==> src/rtl/icb_pkg.sv <==
package icb_pkg;
   localparam int unsigned ICB_ADDR_W = 3;

   typedef enum logic [ICB_ADDR_W-1:0] {
      ICB_CAUSE = 3'd0,
      ICB_MODE  = 3'd1,
      ICB_MSET  = 3'd2,
      ICB_MCLR  = 3'd3,
      ICB_MVIEW = 3'd4,
      ICB_MVAL  = 3'd5
   } icb_reg_e;
endpackage

==> src/rtl/icb_cause_store.sv <==
module icb_cause_store #(
   parameter int unsigned SRC_W = 32
) (
   input  logic             clk_i,
   input  logic             rst_ni,
   input  logic [SRC_W-1:0] evt_i,
   input  logic             w1c_wr_i,
   input  logic             cause_rd_i,
   input  logic [SRC_W-1:0] wbits_i,
   input  logic [SRC_W-1:0] mode_i,
   output logic [SRC_W-1:0] cause_o
);
   logic [SRC_W-1:0] cause_q;

   // one cell per source; event takes priority over any clear
   for (genvar b = 0; b < SRC_W; b++) begin : g_bit
      logic clr_b;
      always_comb begin
         clr_b = (w1c_wr_i & wbits_i[b] & ~mode_i[b]) | (cause_rd_i & mode_i[b]);
      end
      always_ff @(posedge clk_i or negedge rst_ni) begin
         if (!rst_ni) cause_q[b] <= 1'b0;
         else         cause_q[b] <= (cause_q[b] & ~clr_b) | evt_i[b];
      end
   end

   assign cause_o = cause_q;
endmodule

==> src/rtl/icb_ctrl_regs.sv <==
module icb_ctrl_regs #(
   parameter int unsigned SRC_W = 32
) (
   input  logic             clk_i,
   input  logic             rst_ni,
   input  logic             mset_wr_i,
   input  logic             mclr_wr_i,
   input  logic             mode_wr_i,
   input  logic [SRC_W-1:0] wbits_i,
   output logic [SRC_W-1:0] mask_o,
   output logic [SRC_W-1:0] mode_o
);
   logic [SRC_W-1:0] mask_q;
   logic [SRC_W-1:0] mode_q;

   always_ff @(posedge clk_i or negedge rst_ni) begin
      if (!rst_ni) begin
         mask_q <= '1;
      end else if (mset_wr_i) begin
         mask_q <= mask_q | wbits_i;
      end else if (mclr_wr_i) begin
         mask_q <= mask_q & ~wbits_i;
      end
   end

   always_ff @(posedge clk_i or negedge rst_ni) begin
      if (!rst_ni)        mode_q <= '0;
      else if (mode_wr_i) mode_q <= wbits_i;
   end

   assign mask_o = mask_q;
   assign mode_o = mode_q;
endmodule

==> src/rtl/icb_out_stage.sv <==
module icb_out_stage
   import icb_pkg::*;
#(
   parameter int unsigned SRC_W  = 32,
   parameter int unsigned DATA_W = 32
) (
   input  logic                  clk_i,
   input  logic                  rst_ni,
   input  logic                  rd_en_i,
   input  logic [ICB_ADDR_W-1:0] addr_i,
   input  logic [SRC_W-1:0]      cause_i,
   input  logic [SRC_W-1:0]      mask_i,
   input  logic [SRC_W-1:0]      mode_i,
   output logic [DATA_W-1:0]     rdata_o,
   output logic                  irq_o
);
   localparam int unsigned PAD_W = DATA_W - SRC_W;

   logic [SRC_W-1:0]  pending;
   logic [SRC_W-1:0]  sel;
   logic [DATA_W-1:0] sel_ext;
   logic [DATA_W-1:0] rdata_q;
   logic              irq_q;

   assign pending = cause_i & ~mask_i;

   always_comb begin
      unique case (icb_reg_e'(addr_i))
         ICB_CAUSE: sel = cause_i;
         ICB_MODE:  sel = mode_i;
         ICB_MVIEW: sel = pending;
         ICB_MVAL:  sel = mask_i;
         default:   sel = '0;
      endcase
   end

   if (PAD_W == 0) begin : g_full
      assign sel_ext = sel;
   end else begin : g_pad
      assign sel_ext = {{PAD_W{1'b0}}, sel};
   end

   always_ff @(posedge clk_i or negedge rst_ni) begin
      if (!rst_ni)      rdata_q <= '0;
      else if (rd_en_i) rdata_q <= sel_ext;
   end

   always_ff @(posedge clk_i or negedge rst_ni) begin
      if (!rst_ni) irq_q <= 1'b0;
      else         irq_q <= |pending;
   end

   assign rdata_o = rdata_q;
   assign irq_o   = irq_q;
endmodule

==> src/rtl/intr_cause_bank.sv <==
module intr_cause_bank
   import icb_pkg::*;
#(
   parameter int unsigned SRC_W  = 32,
   parameter int unsigned DATA_W = 32
) (
   input  logic                  clk_i,
   input  logic                  rst_ni,
   input  logic [SRC_W-1:0]      evt_i,
   input  logic                  wr_en_i,
   input  logic                  rd_en_i,
   input  logic [ICB_ADDR_W-1:0] addr_i,
   input  logic [DATA_W-1:0]     wdata_i,
   output logic [DATA_W-1:0]     rdata_o,
   output logic                  irq_o
);
   if (SRC_W < 1 || SRC_W > DATA_W) begin : g_bad_src
      $error("intr_cause_bank: SRC_W must be in 1..DATA_W");
   end
   if (DATA_W > 64) begin : g_bad_data
      $error("intr_cause_bank: DATA_W above 64 is not supported");
   end

   logic [SRC_W-1:0] wbits;
   logic [SRC_W-1:0] cause_q;
   logic [SRC_W-1:0] mask_q;
   logic [SRC_W-1:0] mode_q;
   logic             hit_cause_wr;
   logic             hit_cause_rd;
   logic             hit_mode_wr;
   logic             hit_mset_wr;
   logic             hit_mclr_wr;

   assign wbits        = wdata_i[SRC_W-1:0];
   assign hit_cause_wr = wr_en_i && (addr_i == ICB_CAUSE);
   assign hit_cause_rd = rd_en_i && (addr_i == ICB_CAUSE);
   assign hit_mode_wr  = wr_en_i && (addr_i == ICB_MODE);
   assign hit_mset_wr  = wr_en_i && (addr_i == ICB_MSET);
   assign hit_mclr_wr  = wr_en_i && (addr_i == ICB_MCLR);

   icb_cause_store #(.SRC_W(SRC_W)) u_cause (
      .clk_i      (clk_i),
      .rst_ni     (rst_ni),
      .evt_i      (evt_i),
      .w1c_wr_i   (hit_cause_wr),
      .cause_rd_i (hit_cause_rd),
      .wbits_i    (wbits),
      .mode_i     (mode_q),
      .cause_o    (cause_q)
   );

   icb_ctrl_regs #(.SRC_W(SRC_W)) u_ctrl (
      .clk_i     (clk_i),
      .rst_ni    (rst_ni),
      .mset_wr_i (hit_mset_wr),
      .mclr_wr_i (hit_mclr_wr),
      .mode_wr_i (hit_mode_wr),
      .wbits_i   (wbits),
      .mask_o    (mask_q),
      .mode_o    (mode_q)
   );

   icb_out_stage #(.SRC_W(SRC_W), .DATA_W(DATA_W)) u_out (
      .clk_i   (clk_i),
      .rst_ni  (rst_ni),
      .rd_en_i (rd_en_i),
      .addr_i  (addr_i),
      .cause_i (cause_q),
      .mask_i  (mask_q),
      .mode_i  (mode_q),
      .rdata_o (rdata_o),
      .irq_o   (irq_o)
   );
endmodule

==> config.mk <==
export PLATFORM = sky130hd
export DESIGN_NAME = intr_cause_bank
export DESIGN_NICKNAME = d
export VERILOG_FILES = /design/src/rtl/icb_pkg.sv /design/src/rtl/icb_cause_store.sv /design/src/rtl/icb_ctrl_regs.sv /design/src/rtl/icb_out_stage.sv /design/src/rtl/intr_cause_bank.sv
export SDC_FILE = /design/constraint.sdc
export NUM_CORES = 1
export LEC_CHECK = 0
export BUFFER_PORTS_ARGS = -buffer_cell sky130_fd_sc_hd__buf_2
export CAP_MARGIN = 20
export CORE_UTILIZATION = 45
export DETAILED_ROUTE_END_ITERATION = 12
export PLACE_DENSITY = 0.66
export SYNTH_ARGS = -nofsm -noshare
export SYNTH_HDL_FRONTEND = slang
export SYNTH_SLANG_ARGS = --single-unit
==> constraint.sdc <==
create_clock -name clk_i -period 2.6 [get_ports clk_i]
set_clock_uncertainty 0.15 [all_clocks]
set_input_delay 0.52 -clock clk_i [delete_from_list [all_inputs] [get_ports clk_i]]
set_output_delay 0.52 -clock clk_i [all_outputs]
set_load 0.01 [all_outputs]
==> results.md, run 1 <==
* Highest routing layer actually used: met4
* Met2 wirelength from detailed routing at 7420 um
* Top cell type's share of synthesized area at 0.391
* Final nets at 877
* Detail Placement HPWL at 11400 um
* Share of total power consumed by net switching at 0.276
* Number of design-rule violations left by the first detailed-router iteration at 469
* Average via count per standard cell at 5.43
* Main synth FF type: dfrtp_1
* Ports placed on the boundary at 104
* Final weighted congestion in routability-driven placement at 0.788
* Synthesized net count at 780
* Commonest cells in the synthesized netlist: nand2_1 (161), dfrtp_1 (97), inv_1 (96), o21ai_0 (89), o22ai_1 (48)
* Metal3 WL at 836 um
* Filler Cells Inserted at 1216
* Minimum clock period at 1.72 ns
* Layout cells sized above 1 at 0.216
* Worst-case vdd ir drop at 0.436 mV
* Pin count of the biggest net entering global routing at 85
* Synthesis Warnings at 0
* Die ar. at 0.0143 mm2
* Hold WC Path Type: in -> reg
* Critical Path Start: addr_i[2]
* Final instance count without filler cells at 995
* Fin crit share at 0.661
* Number of port buffers at 103
* Count of endpoints failing hold in the final timing report at 0
* Async set-reset flop share out of synthesis at 1.00
* Cell internal pwr at 3.99 mW
* Average footprint of a synthesized cell at 8.75 um2
* Static Leakage at 3.34 nW
* Top-count cell post-synth: nand2_1
* Number of instances in the synthesized netlist at 709
* Maximum level of the CTS H-tree at 4
* Number of synthesized register bits at 129
* Root cell of the clock tree: clkbuf_16
* RSZ-0062 raised after global routing: false
* Slew headroom at 0.607
* DRC errors left at 0
* Die width at 119 um
* Num Clock Sinks at 129
* Initial standard-cell utilization of the core at 0.465
* Cell taking the most area after synthesis: dfrtp_1
* Critical path required time at 2.74 ns
* Category of the critical setup timing path: in -> reg
* Worst Hold Margin at 0.141 ns
* Total area of multi-input combinational cells at 0.00234 mm2
* Launch point of the worst hold path: evt_i[31]
* # Max-Cap Violations at 0
* Critical Path Sink Type: register
* Area growth from synthesis to final layout at 19.1%
* Clock transition at the registers of the reported paths at 0.06 ns
* Number of buffers on the longest clock path at 2
* Number of antenna cells inserted at 0
* Leading cell types by total area after synthesis: dfrtp_1 (39%), dfstp_2 (14%), nand2_1 (9.7%)
* Number of enable-type register cells in the synthesized netlist at 0
* Routed WL at 16700 um
* Antenna violations before repair at 0
* Summed instance area of the synthesized netlist at 0.00620 mm2
* CTS tree: done
* Number of endpoints failing setup at the final stage at 0
* Proportion of power drawn by flip-flops and latches at 0.461
* Overall Global Routing Usage at 0.252
* Clock insertion delay at the later pin of the skew report at 0.41 ns
* Drt pass-1 iters at 5
* Number of distinct standard cells referenced by the synthesized netlist at 22
* Net switching component of the power at 1.52 mW
* Register Area at 0.00327 mm2
* Total number of placement rows at 42
* Outcome: finished clean
* Number of max-slew violations in the final report at 0
* WL met1 at 7960 um
* Via count of the first global-routing pass at 5404
* Area of the placeable core at 0.0133 mm2
* Type of origin of the critical path: input pin
* Share of the yosys chip area belonging to registers at 0.527
* Height of the die at 119 um
* Final core utilization at 0.554
* Summed negative setup slack over all endpoints at 0 ns
* Proportion of power drawn by combinational gates at 0.157
* Overall overflow remaining after global route at 0
* Clock buffers created by TritonCTS at 17
* Power Dens Cells at 746 mW/mm2
* Clock network power share at 0.383
* Total chip power at 5.51 mW
* Actual slew at the worst max-slew pin at 0.590 ns
* Achievable clock frequency at 582 MHz
* Routed WL per cell at 16.8 um
* Largest fanout on the critical path at 27
* Arrival time reported for the critical path endpoint at 1.86 ns
* Via count at 5405
* Reg-to-reg setup timing slack at 1.14 ns
* First-pass GRT wire length at 27600 um
* Placed instance count at 962
* Number of antenna-violating nets in the routed design at 0
## worst max-delay path, stage by stage
cell	delay, ns
buf_2	0.29
nor4b_4	0.31
buf_4	0.37
nand3_1	0.13
a31o_1	0.23
## stage by stage
stage	cell area (um2)	setup WS, ns
floorplan	6200	0.816
global placement	6870	0.519
detailed placement	6870	0.485
CTS	7390	0.906
global route	7390	0.792
finish	7390	0.882
## area by class of cell
| type | count | area share |
|---|---|---|
| well taps | 176 | 0.0298 |
| clock buffers | 30 | 0.0682 |
| repair buffers | 119 | 0.0935 |
| inverters | 96 | 0.0488 |
| multi-input cells | 443 | 0.316 |
| flip-flops and latches | 129 | 0.442 |
| clock inverters | 2 | 0.00135 |
## power groups by stage
stage	logic (mW)	clock network (mW)	registers [mW]
2_1_floorplan	0.519	0	2.54
3_5_place_dp	0.856	0	2.57
3_3_place_gp	0.828	0	2.55
4_1_cts	0.866	2.14	2.54
5_1_grt	0.981	2.24	2.57
6_report	0.862	2.11	2.54
## what timing repair did
item | CTS | global route
setup buffers | 0 | 0
hold buffers | 1 | 0
hold endpoints to repair | 21 | 0
gates resized for setup | 0 | 0
## cell families (layout without fill, tap and decap cells)
kind of cell / count (synthesis) / count (layout) / synth area share
buffers and inverters: 137 / 247 / 0.0968
and+or+nand+nor: 235 / 235 / 0.180
AOI/OAI and AO/OA: 208 / 208 / 0.197
DFF: 129 / 129 / 0.527
## metal layers
metal	vias to the layer above	global-route usage
li1	2590	-
met1	2600	0.354
met2	182	0.376
met3	33	0.0498
met4	0	0.118
met5	-	0
## path summary, 6_finish.rpt
path / endpoint / cells past startpoint
setup / recovery: u_cause.cause_o[17]$_DFF_PN0_ / 5
hold / removal: u_cause.cause_o[31]$_DFF_PN0_ / 2
setup reg to reg: u_out.irq_o$_DFF_PN0_ / 3
hold reg to reg: register / 2
max in group asynchronous: asynchronous set/reset pin / 3
min in group asynchronous: u_out.rdata_o[10]$_DFFE_PN0P_ / 2
## cell usage in the layout, fill, tap and decap left out, types with 17 or more instances in the layout
cell type	instances
o21ai_0	89
o22ai_1	48
inv_1	96
dfstp_2	32
nand3_1	32
a21oi_1	32
nor3b_1	32
dfrtp_1	97
buf_2	102
nand2_1	161
a31o_1	30
clkbuf_16	17
Note: power is estimated with default switching activity, not from simulation.
==> inputs of run 2 (changes only) <==
Settings changed: PLACE_DENSITY 0.66 to 0.69.
Clock period 2.6 ns to 1.5 ns, I/O delays scaled along.
==> run 2 against run 1 <==
Net effect: first-iteration DRC count up 15%; critical path depth decreased by 2; non-clock buffer count is 88 higher; global-route usage is 2.1 points higher; clock-buffer cell count down 9; sequential share of layout area decreased by 5.1 points; combinational power up 110%; largest cell class unchanged; largest power group unchanged.
==> results.md, run 2 (synthesized netlist as in run 1, its figures left out) <==
* Outcome: finished clean (unchanged)
* Pin count of the biggest net entering global routing at 67 (was 85)
* CP Buf/Inv Count at 0 (was 2)
* Routed WL at 18400 um (was 16700 um)
* Height of the die at 119 um (unchanged)
* CP max stage cell: dfstp_2 (was buf_4)
* Routed WL per cell at 17.0 um (was 16.8 um)
* Critical path's largest stage delay at 0.55 ns (was 0.37 ns)
* Layout cells sized above 1 at 0.238 (was 0.216)
* Category of the critical setup timing path: reg -> reg (was in -> reg)
* Achievable clock frequency at 686 MHz
* Clock transition at the registers of the reported paths at 0.06 ns (about the same)
* Crit path max-delay family: flip-flops (was buffers and inverters)
* Clock insertion delay at the later pin of the skew report at 0.42 ns (was 0.41 ns)
* # Max-Cap Violations at 0 (unchanged)
* Drt pass-1 iters at 5 (unchanged)
* Antenna violations before repair at 0 (unchanged)
* Number of stages on the worst setup path at 3 (was 5)
* Overall Global Routing Usage at 0.274 (was 0.252)
* Worst Hold Margin at 0.0343 ns (was 0.141 ns)
* Maximum level of the CTS H-tree at 4 (unchanged)
* Fin crit share at 0.972
* Die width at 119 um (unchanged)
* Reg-to-reg setup timing slack at 0.04 ns (was 1.14 ns)
* Number of design-rule violations left by the first detailed-router iteration at 541 (was 469)
* Initial standard-cell utilization of the core at 0.465 (unchanged)
* Commonest cells after routing, fill and taps aside: nand2_1 (161), buf_2 (102), dfrtp_1 (97) (unchanged)
* Type of origin of the critical path: register (was input pin)
* Clock buffers created by TritonCTS at 17 (unchanged)
* Power Dens Cells at 1230 mW/mm2 (was 746 mW/mm2)
* RR Endpoint: u_out.irq_o$_DFF_PN0_ (unchanged)
* Cell-by-cell trace of the critical path: o22ai_1, nor4_2, nand4_1 (was buf_2, nor4b_4, buf_4, nand3_1, a31o_1)
* Count of endpoints failing hold in the final timing report at 0 (unchanged)
* Via count at 5880 (was 5405)
* Hold WC Path Type: in -> reg (unchanged)
* Actual slew at the worst max-slew pin at 0.342 ns (was 0.590 ns)
* Final weighted congestion in routability-driven placement at 0.821 (was 0.788)
* Largest fanout on the critical path at 2 (was 27)
* Number of buffers on the longest clock path at 2 (unchanged)
* Detail Placement HPWL at 12300 um (was 11400 um)
* Root cell of the clock tree: clkbuf_16 (unchanged)
* RSZ-0062 raised after global routing: false (unchanged)
* Number of max-slew violations in the final report at 0 (unchanged)
* Arrival time reported for the critical path endpoint at 1.56 ns (was 1.86 ns)
* Die ar. at 0.0143 mm2 (unchanged)
* Reg2Reg Depth at 3 (unchanged)
* Number of antenna cells inserted at 0 (unchanged)
* Leading cell type in the layout, fill and taps excluded: nand2_1 (unchanged)
* Area growth from synthesis to final layout at 34.7% (was 19.1%)
* Overall overflow remaining after global route at 0 (unchanged)
* Worst-case vdd ir drop at 0.723 mV (was 0.436 mV)
* Total chip power at 10.3 mW (was 5.51 mW)
* CTS tree: done (unchanged)
* Average via count per standard cell at 5.43 (about the same)
* DRC errors left at 0 (unchanged)
* Minimum clock period at 1.46 ns
* Total number of placement rows at 42 (unchanged)
* Number of endpoints failing setup at the final stage at 0 (unchanged)
* Ports placed on the boundary at 104 (unchanged)
* Crit path to: u_out.irq_o$_DFF_PN0_ (was u_cause.cause_o[17]$_DFF_PN0_)
* Slew headroom at 0.772 (was 0.607)
* Static Leakage at 3.79 nW (was 3.34 nW)
* First-pass GRT wire length at 29700 um (was 27600 um)
* Critical Path Sink Type: register (unchanged)
* Number of antenna-violating nets in the routed design at 0 (unchanged)
* Via count of the first global-routing pass at 5814 (was 5404)
* Area of the placeable core at 0.0133 mm2 (unchanged)
* Final nets at 965 (was 877)
* Critical path required time at 1.61 ns (was 2.74 ns)
* Number of port buffers at 103 (unchanged)
* Num Clock Sinks at 129 (unchanged)
-- run 2: cell count changes in the layout (fill, tap and decap cells not counted), sizes merged --
| cell | change |
|---|---|
| dlygate4sd3 | +63 |
| clkbuf | -9 |
| buf | +25 |
| bufinv | +2 |
| clkinvlp | +2 |
| clkinv | +5 |
-- run 2: metrics by stage --
step                instances  instance area [um2]  utilization  setup TNS (ns)  setup WS (ns)
floorplan                 709                 6210            -               0       0.000657
global placement          986                 7100        0.532           -6.67         -0.140
detailed placement        986                 7100        0.532           -9.89         -0.187
CTS                      1082                 8330        0.624               0        0.00170
global route             1083                 8360        0.626               0        0.00336
finish                   1083                 8360        0.626               0         0.0417
-- run 2: timing repair --
| action | CTS | global route |
|---|---|---|
| pin swaps | 0 | 4 |
| gates cloned | 0 | 0 |
| hold endpoints to repair | 191 | 0 |
| hold buffers | 64 | 0 |
| setup buffers | 0 | 1 |
| resized for setup | 1 | 3 |
| setup endpoints to repair | 1 | 1 |
-- run 2: area by class of cell --
| class | instances | area (um2) |
|---|---|---|
| well taps | 176 | 220 |
| repair buffers | 207 | 1560 |
| multi-input cells | 443 | 2360 |
| fillers | 1108 | 4990 |
| clock inverters | 11 | 110 |
| inverters | 96 | 360 |
| flip-flops and latches | 129 | 3270 |
| clock buffers | 21 | 480 |
-- run 2: worst min-delay path, cell delays in order --
cell and delay, ns:
buf_2 0.13, nand2_1 0.06, o21ai_0 0.07
-- run 2: how the worst min path moves through the flow --
| stage | from | cells after the start | to |
|---|---|---|---|
| floorplan | rst_ni | 0 | u_cause.cause_o[0]$_DFF_PN0_ |
| global placement | rst_ni | 1 | u_cause.cause_o[9]$_DFF_PN0_ |
| detailed placement | rst_ni | 1 | u_cause.cause_o[9]$_DFF_PN0_ |
| CTS | wdata_i[10] | 3 | u_ctrl.mode_o[10]$_DFFE_PN0P_ |
| global route | wdata_i[10] | 3 | u_ctrl.mode_o[10]$_DFFE_PN0P_ |
| finish | wdata_i[10] | 3 | u_ctrl.mode_o[10]$_DFFE_PN0P_ |
-- run 2: power by group --
group | total (mW) | internal, mW | switching (mW) | leakage [nW]
clock network | 4.11 | 2.60 | 1.51 | 0.294
logic | 1.77 | 0.793 | 0.980 | 2.05
registers | 4.40 | 4.08 | 0.316 | 1.44
-- run 2: per-layer routing --
layer	share of wire	global-route usage	vias up
li1	-	-	2774
met1	0.43	0.358	2819
met2	0.47	0.438	241
met3	0.065	0.0575	46
met4	0.031	0.122	0
met5	0	0	-
==> inputs of run 3 (changes only) <==
Settings changed: PLACE_DENSITY 0.69 to 0.66.
Clock period 1.5 ns to 1.75 ns, I/O delays scaled along.
==> run 3 against run 2 <==
Net effect: sequential power is 14% lower; worst hold slack worse by 0.018 ns; highest routed layer unchanged; first-iteration DRC count is 3.7% lower; combinational power is 23% lower; routed wire length is 4.3% lower; setup slack better by 0.23 ns; register-to-register slack better by 0.23 ns; maximum frequency is 1.2% lower; flip-flop and latch count stayed put; global-route usage is 1.1 points lower; clock-buffer cell count is 6 higher.
==> results.md, run 3 (synthesized netlist as in run 1, its figures left out) <==
* Count of endpoints failing hold in the final timing report at 0 (unchanged)
* Pin count of the biggest net entering global routing at 78 (was 67)
* Routed WL per cell at 17.0 um (about the same)
* Crit path to: u_out.irq_o$_DFF_PN0_ (unchanged)
* Proportion of power drawn by flip-flops and latches at 0.443 (was 0.428)
* Leading cell type in the layout, fill and taps excluded: nand2_1 (unchanged)
* Final weighted congestion in routability-driven placement at 0.848 (was 0.821)
* Cell internal pwr at 6.21 mW (was 7.47 mW)
* Clock transition at the registers of the reported paths at 0.05 ns (was 0.06 ns)
* Proportion of power drawn by combinational gates at 0.161 (was 0.173)
* Worst-case vdd ir drop at 0.577 mV (was 0.723 mV)
* Clock buffers created by TritonCTS at 17 (unchanged)
* Static Leakage at 3.56 nW (was 3.79 nW)
* Initial standard-cell utilization of the core at 0.465 (unchanged)
* Ports placed on the boundary at 104 (unchanged)
* Total number of placement rows at 42 (unchanged)
* Largest fanout on the critical path at 3 (was 2)
* First-pass GRT wire length at 28600 um (was 29700 um)
* CTS tree: done (unchanged)
* Critical Path Sink Type: register (unchanged)
* Maximum level of the CTS H-tree at 4 (unchanged)
* Reg-to-reg setup timing slack at 0.27 ns (was 0.04 ns)
* Clock network power share at 0.396 (was 0.400)
* Net switching component of the power at 2.31 mW (was 2.81 mW)
* Category of the critical setup timing path: reg -> reg (unchanged)
* Num Clock Sinks at 129 (unchanged)
* Cell depth of the worst hold path at 2 (was 3)
* Antenna violations before repair at 0 (unchanged)
* Outcome: finished clean (unchanged)
* Share of total power consumed by net switching at 0.271 (was 0.273)
* Number of antenna-violating nets in the routed design at 0 (unchanged)
* Number of design-rule violations left by the first detailed-router iteration at 521 (was 541)
* Via count at 5636 (was 5880)
* PostCTS Resize Cnt at 0 (was 1)
* Arrival time reported for the critical path endpoint at 1.59 ns (was 1.56 ns)
* Root cell of the clock tree: clkbuf_16 (unchanged)
* Detail Placement HPWL at 12000 um (was 12300 um)
* Actual slew at the worst max-slew pin at 0.369 ns (was 0.342 ns)
* DRC errors left at 0 (unchanged)
* Hold WC Path Type: in -> reg (unchanged)
* Highest routing layer actually used: met4 (unchanged)
* Number of max-slew violations in the final report at 0 (unchanged)
* RR Endpoint: u_out.irq_o$_DFF_PN0_ (unchanged)
* WL met1 at 7990 um (was 7960 um)
* Placed instance count at 972 (was 986)
* Area of the placeable core at 0.0133 mm2 (unchanged)
* Routed WL at 17600 um (was 18400 um)
* Overall overflow remaining after global route at 0 (unchanged)
* Number of buffers on the longest clock path at 2 (unchanged)
* Number of port buffers at 103 (unchanged)
* Power Dens Cells at 1080 mW/mm2 (was 1230 mW/mm2)
* Layout cells sized above 1 at 0.223 (was 0.238)
* Critical path required time at 1.87 ns (was 1.61 ns)
* RSZ-0062 raised after global routing: false (unchanged)
* Commonest cells after routing, fill and taps aside: nand2_1 (161), buf_2 (102), dfrtp_1 (97) (unchanged)
* Die width at 119 um (unchanged)
* Type of origin of the critical path: register (unchanged)
* Die ar. at 0.0143 mm2 (unchanged)
* Achievable clock frequency at 678 MHz (was 686 MHz)
* Minimum clock period at 1.48 ns (was 1.46 ns)
* Fin crit share at 0.843 (was 0.972)
* Number of endpoints failing setup at the final stage at 0 (unchanged)
* Slew headroom at 0.752 (was 0.772)
* Overall Global Routing Usage at 0.263 (was 0.274)
* Drt pass-1 iters at 5 (unchanged)
* Reg2Reg Depth at 3 (unchanged)
* Average via count per standard cell at 5.44 (was 5.43)
* Met2 wirelength from detailed routing at 8050 um (was 8630 um)
* Metal3 WL at 1130 um (was 1190 um)
* Area growth from synthesis to final layout at 27.1% (was 34.7%)
* Via count of the first global-routing pass at 5475 (was 5814)
* Final nets at 918 (was 965)
* Clock insertion delay at the later pin of the skew report at 0.42 ns (about the same)
* Number of antenna cells inserted at 0 (unchanged)
* # Max-Cap Violations at 0 (unchanged)
* Summed negative setup slack over all endpoints at 0 ns (unchanged)
* Final instance count without filler cells at 1036 (was 1083)
* Height of the die at 119 um (unchanged)
[run 3: power by group through the flow]
stage                     Clock [mW]  Combinational (mW)  Sequential [mW]
after detailed placement           0                1.31             3.81
after CTS                       3.42                1.37             3.77
final                           3.37                1.37             3.78
after floorplan                    0               0.772             3.77
after global routing            3.54                1.55             3.83
after global placement             0                1.26             3.80
[run 3: worst min path at each step]
stage	startpoint	to	slack, ns
detailed placement	rst_ni	u_ctrl.mode_o[12]$_DFFE_PN0P_	0.13
global route	evt_i[22]	u_cause.cause_o[22]$_DFF_PN0_	0.01
finish	evt_i[22]	u_cause.cause_o[22]$_DFF_PN0_	0.02
global placement	rst_ni	u_ctrl.mode_o[12]$_DFFE_PN0P_	0.13
floorplan	rst_ni	u_cause.cause_o[0]$_DFF_PN0_	-0.1
CTS	evt_i[22]	u_cause.cause_o[22]$_DFF_PN0_	0.0003
[run 3: layout make-up]
cell class	count	area, um2
Sequential cell	129	3270
Multi-Input combinational cell	443	2340
Timing Repair Buffer	160	1140
Tap cell	176	220
Inverter	96	360
Fill cell	1163	5460
Clock inverter	5	50.0
Clock buffer	27	513
[run 3: worst max-delay path, cell delays in order, from the launching register on]
cell	delay (ns)
dfstp_2	0.55
o22ai_1	0.09
nor4_1	0.39
nand4_1	0.14
[run 3: routing by layer]
metal | up-vias | global-route usage
li1 | 2681 | -
met1 | 2704 | 0.363
met2 | 217 | 0.399
met3 | 34 | 0.0584
met4 | 0 | 0.108
met5 | - | 0
[run 3: per-stage QoR]
step,worst slack [ns],power [mW],cell area [um2],utilization,hold slack [ns]
final,0.274,8.52,7890,0.591,0.0163
after global routing,0.209,8.93,7890,0.591,0.0119
after CTS,0.261,8.57,7890,0.591,0.000290
after detailed placement,0.0346,5.12,7000,0.525,0.129
after global placement,0.0519,5.06,7000,0.525,0.126
after floorplan,0.136,4.54,6200,-,-0.0956
[run 3: what timing repair did]
item | in CTS | in global routing
buffers inserted | 0 | 0
hold buffers | 32 | 0
hold endpoints to repair | 48 | 0
endpoints found under the setup margin | 0 | 0
